[config.mk]
export PLATFORM = sky130hd
export DESIGN_NAME = fshift_field_unit
export DESIGN_NICKNAME = d
export VERILOG_FILES = /design/src/rtl/fshift_field_unit.sv
export SDC_FILE = /design/constraint.sdc
export NUM_CORES = 1
export LEC_CHECK = 0
export ABC_CLOCK_PERIOD_IN_PS = 4600
export BUFFER_PORTS_ARGS = -buffer_cell sky130_fd_sc_hd__buf_2
export CAP_MARGIN = 20
export CORE_MARGIN = 4
export CORE_UTILIZATION = 34
export CTS_CLUSTER_DIAMETER = 40
export DETAILED_ROUTE_END_ITERATION = 10
export PLACE_DENSITY_LB_ADDON = 0.08
export REMOVE_ABC_BUFFERS = 1
export SYNTH_ARGS = -nofsm -noshare
export SYNTH_HDL_FRONTEND = slang
export SYNTH_SLANG_ARGS = --single-unit
[constraint.sdc]
create_clock -name clk -period 4.6 [get_ports clk]
set_clock_uncertainty 0.1 [all_clocks]
set_input_delay 0.46 -clock clk [delete_from_list [all_inputs] [get_ports clk]]
set_output_delay 0.46 -clock clk [all_outputs]
set_load 0.05 [all_outputs]
[src/rtl/fshift_field_unit.sv]
module fshift_field_unit #(
  parameter int W      = 32,
  parameter int DESC_W = 16
) (
  input  logic              clk,
  input  logic              rst_n,
  input  logic [W-1:0]      left_op,
  input  logic [W-1:0]      right_op,
  input  logic              fld_we,
  input  logic [DESC_W-1:0] fld_in,
  input  logic              imm_we,
  input  logic [DESC_W-1:0] imm_in,
  input  logic              use_imm,
  output logic [W-1:0]      result,
  output logic              desc_err
);
  localparam int FW = $clog2(W) + 1;
  localparam logic [FW-1:0] WMAX = FW'(W);

  logic [DESC_W-1:0] fld_q, imm_q;

  always_ff @(posedge clk) begin
    if (!rst_n) begin
      fld_q <= '0;
      imm_q <= '0;
    end else begin
      if (fld_we) fld_q <= fld_in;
      if (imm_we) imm_q <= imm_in;
    end
  end

  wire [DESC_W-1:0] desc  = use_imm ? imm_q : fld_q;
  wire [FW-1:0]     sh_f  = desc[FW-1:0];
  wire [FW-1:0]     mk_f  = desc[2*FW-1:FW];
  wire              ins_f = desc[2*FW];
  logic unused_hi;
  assign unused_hi = ^desc[DESC_W-1:2*FW+1];

  wire [W-1:0]   ones    = '1;
  wire [2*W-1:0] funnel  = {left_op, right_op} << sh_f;
  wire [W-1:0]   shifted = funnel[2*W-1:W];
  wire [W-1:0]   mask_a  = ~(ones << mk_f);
  wire [W-1:0]   mask_b  = ~(ones << sh_f);
  wire [W-1:0]   hole    = ~(mask_a ^ mask_b);
  wire [W-1:0]   merged  = (shifted & mask_a) | (ins_f ? (right_op & hole) : '0);

  assign desc_err = (sh_f > WMAX) || (mk_f > WMAX);
  assign result   = desc_err ? '0 : merged;

  a_r9_err_zero: assert property (@(posedge clk) disable iff (!rst_n)
    desc_err |-> result == '0);

  a_r2_left_pass: assert property (@(posedge clk) disable iff (!rst_n)
    (sh_f == '0 && mk_f == WMAX && !ins_f) |-> result == left_op);

  a_r3_right_pass: assert property (@(posedge clk) disable iff (!rst_n)
    (sh_f == WMAX && mk_f == WMAX && !ins_f) |-> result == right_op);

  a_r5_high_clear: assert property (@(posedge clk) disable iff (!rst_n)
    (!desc_err && !ins_f && mk_f < WMAX) |-> (result >> mk_f) == '0);

  a_r10_fld_hold: assert property (@(posedge clk) disable iff (!rst_n)
    !fld_we |=> $stable(fld_q));

  a_r10_imm_hold: assert property (@(posedge clk) disable iff (!rst_n)
    !imm_we |=> $stable(imm_q));
endmodule

# After elaboration in Yosys (flattened, before gate mapping)
# Index checks and enable logic that the tools add are counted.
# Widths: inputs -> output; s select.
[totals] register_bits=26 in_bits=101 out_inout_bits=33 word_cells=18
[op_classes] n_lt_le_gt_ge=2 shifts=3 muxes=3 n_bitwise=7 reduce_logical=1
[ops] op="$not 32->32" n=3
[ops] op="$and 32x32->32" n=2
[ops] op="$mux 32" n=2
[ops] op="$shl 32x6->32 const A" n=2
[ops] op="$shl 64x6->64" n=1
[ops] op="$or 32x32->32" n=1
[ops] op="$xor 32x32->32" n=1
[ops] op="$mux 13" n=1
[ops] op="$gt 6x6->1 const B" n=2
[ops] op="$logic_or 1x1->1" n=1

# Depth between registers and ports, before layout
# Gate-level depths: netlist of run 1.
[depth] depth_word=9 mapped_depth=10 mapped_depth_nobuf=7

# Least setup slack after synthesis of run 1
# OpenSTA, ideal clock, no wires.
[synth_timing] path_type="input -> output" from="in use_imm" to="out result[14]" t_arrival_ns=3.558 required_time_ns=4.040 setup_slack_ns=0.482 stages=8 path_buffers=2 cell_sequence="buf_6 -> mux2i_1 -> buf_4 -> nand2_1 -> mux4_2 -> a21oi_1 -> a21oi_1 -> o41ai_1"
[synth_via] elab_chain_cells=9 elab_cells_between_ends=16 cone_classes="order compare (2); shift (3); mux (3); bitwise (7); reduce/logical (1)"
[synth_lines] item="start, declared" line_no="13" text="input logic use_imm,"
[synth_lines] item="$mux 13 *" line_no="32" text="wire [DESC_W-1:0] desc = use_imm ? imm_q : fld_q;"
[synth_lines] item="$shl 32x6->32 (on tied branches)" line_no="42, 43"
[synth_lines] item="$not 32->32 (on tied branches)" line_no="42, 43"
[synth_lines] item="$xor 32x32->32" line_no="44" text="wire [W-1:0] hole = ~(mask_a ^ mask_b);"
[synth_lines] item="$not 32->32" line_no="44"
[synth_lines] item="$and 32x32->32" line_no="45" text="wire [W-1:0] merged = (shifted & mask_a) | (ins_f ? (right_op & hole) : '0);"
[synth_lines] item="$mux 32" line_no="45"
[synth_lines] item="$or 32x32->32" line_no="45"
[synth_lines] item="$mux 32 *" line_no="48" text="assign result = desc_err ? '0 : merged;"
[synth_lines] item="end, declared" line_no="14" text="output logic [W-1:0] result,"
# Mark *: on every way between the ends. The rest lies on a longest branch, timed or not.

# Worst setup path after layout of run 1
[layout_timing] from="in use_imm" to="out result[25]"
# Same word-level chain as after synthesis.

==> results of run 1 <==
## where the power goes
group / total, W / internal (W) / switching, W
registers: 0.000256 / 0.000239 / 0.0000177
logic: 0.00129 / 0.000446 / 0.000844
clock network: 0.000251 / 0.000173 / 0.0000781
total: 0.00180 / 0.000857 / 0.000939
## how the worst max path moves through the flow
stage | to | slack (ns) | cells after the start
global placement | result[25] | 0.55 | 10
CTS | result[25] | 0.48 | 10
detailed placement | result[25] | 0.50 | 10
global route | result[20] | 0.25 | 10
floorplan | result[7] | -0.31 | 6
finish | result[25] | 0.37 | 10
## sequential cells by signal, indices dropped and copies added (netlist names)
register / cells
fld_q: 13
imm_q: 13
## routing by layer
layer  part of all wire, %  routed length, um
met5                     0                  0
met1                    43              13000
met4                   2.8                843
met2                    46              14000
met3                   7.6               2300
## placed cells by master (no fill, tap or decap), types with 24 or more instances in the layout
cell and count:
buf_4 37, nor2_1 39, a21oi_1 38, nand2_1 34
xnor2_1 24, o21ai_0 56, mux4_2 62, mux2i_1 122
nor2b_1 26, dfxtp_1 26, nand3_1 36, buf_2 127
## worst reg2reg max path, delay by kind of cell, from the launching register on
family | cells | cell delay [ns]
flip-flops | 1 | 0.44
multiplexers | 1 | 0.10
AND/OR/NAND/NOR | 1 | 0.13
## kinds of logic (layout without fill, tap and decap cells)
| family | Yosys count | count (layout) | synth area share (%) |
|---|---|---|---|
| AO/OA/AOI/OAI | 209 | 209 | 21.9 |
| flip-flops | 26 | 26 | 8.19 |
| XOR/XNOR | 29 | 29 | 4.00 |
| buffers and inverters | 75 | 179 | 6.40 |
| multiplexers | 204 | 204 | 45.5 |
| AND/OR/NAND/NOR | 181 | 181 | 14.1 |
## metrics by stage
| stage | area [um2] | cells |
|---|---|---|
| floorplan | 5980 | 657 |
| global placement | 7270 | 1053 |
| detailed placement | 7270 | 1053 |
| CTS | 7370 | 1057 |
| global route | 7370 | 1057 |
| finish | 7370 | 1057 |
## final cells by class
type	count	share of cell area, %
Clock inverter	1	0.407
Timing Repair Buffer	167	13.2
Inverter	8	0.407
Clock buffer	3	1.02
Sequential cell	26	7.06
Tap cell	229	3.89
Multi-Input combinational cell	623	74.0
==> summary.md, run 1 <==
| Metric | Value |
|---|---|
| Outcome | completed |
| Hold Path Class | in2reg |
| Fillers | around 1,900 |
| Pre-CTS setup slack | ~0.50 ns |
| First-pass GRT wire length | ~44,000 um |
| Fin. max-slew vios | 0 |
| Crit start category | input pin |
| Post-synth EDFFs | 0 |
| Hold depth | 3 |
| Setup ws final | approximately 0.37 ns |
| Asr flop ratio synth | 0% |
| Seq cells post-synth | 26 |
| Critical path's largest stage delay | between 0.5 and 0.6 ns |
| Post-CTS resize count | 0 |
| Final setup violation count | 0 |
| Initial Util | around a third |
| Largest net degree at the start of global routing | between 40 and 50 |
| TritonCTS Buffers | 3 |
| Final core occ | 40.6% |
| Syn Std Cell Area | between 0.006 and 0.007 mm2 |
| Post-DP HPWL | 24,000 um |
| Endpoints failing hold | 0 |
| Most common cell in the netlist | mux2i_1 |
| Routed wire per std cell | about 29 um |
| FF-to-FF setup slack | ~3.8 ns |
| Sequential-to-total area share from yosys stat | 8.19% |
| H-Tree Depth | 1 |
| GRT Total Usage | 28.0% |
| Final Cycle Share | a little over 90% |
| R2R depth | 2 |
| Post-CTS Setup Bufs | 0 |
| Slowest CP cell | mux2_2 |
| Rel. slew slack | between 20 and 30% |
| RR Endpoint | fld_q[8] |
| CTS Root Cell | clkbuf_16 |
| Gr ovfl total | 0 |
| Met2 Use GR | ~45% |
| Port bufs | approximately 130 |
| DR DRC count | 0 |
| Layout cell share with drive strength beyond 1 | approximately a third |
| Max clock buf depth | 2 |
| Clock Sinks | 26 |
| Core area | 0.0181 mm2 |
| Antenna Cells | 0 |
| R2r startpoint | fld_q[8] |
| Total Wirelength | approximately 30,000 um |
| Detail Route Antenna Nets | 0 |
| Syn Inst Count | slightly above 700 |
| Antenna violations before repair | 0 |
| Worst path required time | between 4 and 5 ns |
| Pwr/cell area | around 240 mW/mm2 |
| Leakage | ~2.8 nW |
| Setup TNS | 0 ns |
| Achievable clock frequency | approximately 0.24 GHz |
| Clock latency on the worst-skew pair | roughly 0.26 ns |
| CTS Hold Bufs | 0 |
| Vias in the first global route | 7,058 |
| Syn. warnings | 0 |
| Kind of critical path | in2out |
| Worst Setup End Kind | primary output |
| CP Cell Sequence | buf_2 > buf_4 > mux2_2 > nor3_2 > a21oi_1 > nor2_4 > buf_4 > nand2_1 > o32ai_1 > buf_2 |
| Slew @ Worst Pin | between 1 and 1.5 ns |
| GRT met1 Usage | between 40% and 50% |
| Router iterations before antenna repair | 5 |
| Crit path time final | 4.23 ns |
| Total power | between 0.0015 and 0.002 W |
| Hold endpoint | imm_q[8] |
| Area leader, netlist | mux4_2 |
| Syn Area/Cell | 8.77 um2 |
| Worst path top cell family by delay | buffers and inverters |
| Clock transition at path regs | roughly 0.06 ns |
| List of most frequent post-synthesis cells | mux2i_1 (125), mux4_2 (62), o21ai_0 (56), nor2_1 (40), a21oi_1 (38) |
| GRT busiest layer | met2 |
| RSZ-0062 raised after global routing | no |
| Placer Congestion | slightly below 1 |
| Vias after detailed routing | a little over 7,000 |
| # IOs | 134 |
| CP Launch Point | use_imm |
| Crit path buffers/inverters | 4 |
| Crit Path Max Fanout | 16 |
| Via-to-Cell Ratio | between 6 and 7 |
| Hold slack | roughly 0.35 ns |
| Die Height | roughly 140 um |
| CTS tree | yes |
| MaxCap Viol Count | 0 |
| NumNets Final | between 900 and 1,000 |
| Hold Path Origin | imm_in[8] |
| Layout Area Growth over Synthesis | 16.1% |
| Die Wd | about 140 um |
| Peak supply drop | ~0.26 mV |
| Grt met3 use | 2.86% |
| Critical path arrival | 3.67 ns |
| Top FF cell, synth | dfxtp_1 |
| Sequential Area | 520 um2 |
| Top cells by area, synth | mux4_2 (22%), mux2i_1 (20%), dfxtp_1 (8.2%) |
| Multi-input gate area | ~0.0055 mm2 |
| Number of DRC markers in iteration 0 | a little over 700 |
| FP Rows | between 40 and 50 |
| Top cell type's share of synthesized area | approximately 22% |
| Die footprint | roughly 0.021 mm2 |
| Synth cell types | 58 |
Note: power is estimated with default switching activity, not from simulation.
==> run 2, diff against run 1 <==
--- a/config.mk
+++ b/config.mk
@@ -5,6 +5,7 @@
 export SDC_FILE = /design/constraint.sdc
 export NUM_CORES = 1
 export LEC_CHECK = 0
+export ABC_AREA = 1
 export ABC_CLOCK_PERIOD_IN_PS = 4600
 export BUFFER_PORTS_ARGS = -buffer_cell sky130_fd_sc_hd__buf_2
 export CAP_MARGIN = 20
==> summary.md, run 2 <==
| Metric | Value |
|---|---|
| DR DRC count | 0 (unchanged) |
| Most common cell in the netlist | nand3_1 (was mux2i_1) |
| Die footprint | 0.0217 mm2 (was 0.0209 mm2) |
| Gr ovfl total | 0 (unchanged) |
| Combinational Power Share | 74.2% (was 71.7%) |
| Critical path arrival | 3.47 ns (was 3.67 ns) |
| Final setup violation count | 0 (unchanged) |
| Most frequent cells in the layout | nand3_1 (456), nand2_1 (337), buf_2 (127) (was buf_2 (127), mux2i_1 (122), mux4_2 (62)) |
| Layout cell share with drive strength beyond 1 | 14.3% (was 31.4%) |
| Router iterations before antenna repair | 5 (unchanged) |
| Worst Setup End Kind | primary output (unchanged) |
| TritonCTS Buffers | 3 (unchanged) |
| R2r startpoint | fld_q[1] (was fld_q[8]) |
| Initial Util | 34.9% (was 35.0%) |
| Largest net degree at the start of global routing | 71 (was 44) |
| Post-CTS Setup Bufs | 0 (unchanged) |
| Pwr/cell area | 261 mW/mm2 (was 244 mW/mm2) |
| Syn Std Cell Area | 0.00659 mm2 (was 0.00635 mm2) |
| NumNets Final | 1,496 (was 930) |
| Clock share of power | 13.0% (was 14.0%) |
| Number of DRC markers in iteration 0 | 1,251 (was 707) |
| # IOs | 134 (unchanged) |
| Slew @ Worst Pin | 0.868 ns (was 1.05 ns) |
| Final Cycle Share | 87.6% (was 92.0%) |
| Syn Area/Cell | 4.97 um2 (was 8.77 um2) |
| Antenna Cells | 0 (unchanged) |
| Hold endpoint | imm_q[12] (was imm_q[8]) |
| Flop pwr share | 12.8% (was 14.3%) |
| Setup ws final | 0.571 ns (was 0.369 ns) |
| Setup TNS | 0 ns (unchanged) |
| Rel. slew slack | 42.1% (was 29.5%) |
| GRT Total Usage | 28.1% (was 28.0%) |
| RR Endpoint | fld_q[1] (was fld_q[8]) |
| Syn Inst Count | 1,328 (was 724) |
| P_int | 0.000808 W (was 0.000857 W) |
| Top cell type's share of synthesized area | 34.6% (was 22.0%) |
| FP Rows | 50 (was 49) |
| Non-filler instance count after layout | 1,654 (was 1,057) |
| CTS tree | yes (unchanged) |
| Worst path required time | 4.04 ns (about the same) |
| Via-to-Cell Ratio | 5.76 (was 6.73) |
| Crit Path Max Fanout | 24 (was 16) |
| Placed cells | 1,650 (was 1,053) |
| RSZ-0062 raised after global routing | no (unchanged) |
| Post-DP HPWL | 24,600 um (was 24,000 um) |
| Clock Sinks | 26 (unchanged) |
| Peak supply drop | 0.221 mV (was 0.263 mV) |
| Pre-CTS setup slack | 0.686 ns (was 0.503 ns) |
| Max clock buf depth | 2 (unchanged) |
| Core area | 0.0189 mm2 (was 0.0181 mm2) |
| Die Height | 147 um (was 145 um) |
| Routed wire per std cell | 19.2 um (was 28.5 um) |
| Post-synth EDFFs | 0 (unchanged) |
| List of most frequent post-synthesis cells | nand3_1 (456), nand2_1 (338), nor2_1 (100), inv_1 (80), a21oi_1 (70) (was mux2i_1 (125), mux4_2 (62), o21ai_0 (56), nor2_1 (40), a21oi_1 (38)) |
| Outcome | completed (unchanged) |
| MaxCap Viol Count | 0 (unchanged) |
| CP Launch Point | use_imm (unchanged) |
| Port bufs | 127 (unchanged) |
| Clock latency on the worst-skew pair | 0.26 ns (about the same) |
| H-Tree Depth | 1 (unchanged) |
| CTS Hold Bufs | 0 (unchanged) |
| Top FF cell, synth | dfxtp_1 (unchanged) |
| Top cells by area, synth | nand3_1 (35%), nand2_1 (19%), dfxtp_1 (7.9%) (was mux4_2 (22%), mux2i_1 (20%), dfxtp_1 (8.2%)) |
| First-pass GRT wire length | 49,100 um (was 44,400 um) |
| Kind of critical path | in2out (unchanged) |
| Post-CTS resize count | 0 (unchanged) |
| Detail Route Antenna Nets | 0 (unchanged) |
| Clock transition at path regs | 0.07 ns (was 0.06 ns) |
| Hold depth | 3 (unchanged) |
| Antenna violations before repair | 0 (unchanged) |
| Synth cell types | 34 (was 58) |
| Sw Pwr | 0.00113 W (was 0.000939 W) |
| Asr flop ratio synth | 0% (unchanged) |
| Syn. warnings | 0 (unchanged) |
| Endpoints failing hold | 0 (unchanged) |
| Final core occ | 39.3% (was 40.6%) |
| Crit path time final | 4.03 ns (was 4.23 ns) |
| Die Wd | 147 um (was 145 um) |
| Hold Path Origin | imm_in[12] (was imm_in[8]) |
| Sw frac | 58.3% (was 52.3%) |
| Area leader, netlist | nand3_1 (was mux4_2) |
| Leakage | 3.72 nW (was 2.82 nW) |
| Vias in the first global route | 8,698 (was 7,058) |
| Fin. max-slew vios | 0 (unchanged) |
| Layout Area Growth over Synthesis | 12.7% (was 16.1%) |
| Seq cells post-synth | 26 (unchanged) |
| Hold Path Class | in2reg (unchanged) |
| Sequential-to-total area share from yosys stat | 7.89% (was 8.19%) |
| CTS Root Cell | clkbuf_16 (unchanged) |
| Crit start category | input pin (unchanged) |
| FF-to-FF setup slack | 3.84 ns (was 3.76 ns) |
| Top flop regs | fld_q: 13 flops, imm_q: 13 flops (unchanged) |
| Commonest non-fill, non-tap cell in the layout | nand3_1 (was buf_2) |
| Achievable clock frequency | 0.248 GHz (was 0.236 GHz) |
| R2R depth | 2 (unchanged) |
| Placer Congestion | 0.966 (was 0.979) |
| Total Wirelength | 31,800 um (was 30,100 um) |
| Vias after detailed routing | 9,521 (was 7,111) |
-- run 2: area by class of cell --
cell class / instances / area (um2)
fill: 2268 / 11500
tap: 260 / 325
clock inverter: 1 / 30.0
multi-input combinational: 1116 / 5260
clock buffer: 3 / 75.1
timing repair buffer: 153 / 868
sequential: 26 / 520
inverter: 95 / 357
-- run 2: kinds of logic (layout without fill, tap and decap cells) --
family          Yosys count  after routing  synth area share (%)
flops                    26             26                  7.89
buf+inv                 186            252                  12.7
compound gates          168            168                  14.1
simple gates            941            941                  64.4
xor+xnor                  7              7                 0.930
-- run 2: power groups by stage --
stage | clock [W] | sequential, W | combinational (W)
final | 0.000252 | 0.000248 | 0.00144
after global routing | 0.000266 | 0.000250 | 0.00157
after CTS | 0.000256 | 0.000248 | 0.00141
after detailed placement | 0 | 0.000253 | 0.00141
after global placement | 0 | 0.000253 | 0.00141
after floorplan | 0 | 0.000251 | 0.000956
-- run 2: metal layers --
metal / vias to the layer above / GRT usage, % / wire [um]
met5: - / 0 / 0
met4: 0 / 5.68 / 646
met3: 41 / 4.94 / 3350
met2: 524 / 43.9 / 14200
met1: 4303 / 40.5 / 13700
li1: 4653 / - / -
-- run 2: worst max-delay path by stage --
stage / to / cells past startpoint
5_1_grt: result[13] / 13
2_1_floorplan: result[27] / 11
4_1_cts: result[13] / 13
6_report: result[13] / 13
3_3_place_gp: result[13] / 13
3_5_place_dp: result[13] / 13
-- run 2: per-stage QoR --
step           total power (W)  hold WS (ns)  instance area, um2
2_1_floorplan          0.00121         0.333                6110
3_3_place_gp           0.00166         0.346                7330
3_5_place_dp           0.00166         0.351                7330
4_1_cts                0.00192         0.315                7430
5_1_grt                0.00208         0.330                7430
6_report               0.00194         0.318                7430
-- run 2: worst max-delay path, stage by stage --
cell	delay [ns]
buf_2	0.42
inv_2	0.23
nand2_1	0.12
o21ai_2	0.08
inv_2	0.26
nand2_4	0.25
inv_2	0.38
buf_4	0.30
nand2_1	0.11
xnor2_1	0.28
nand3_1	0.11
a21oi_1	0.15
buf_2	0.27
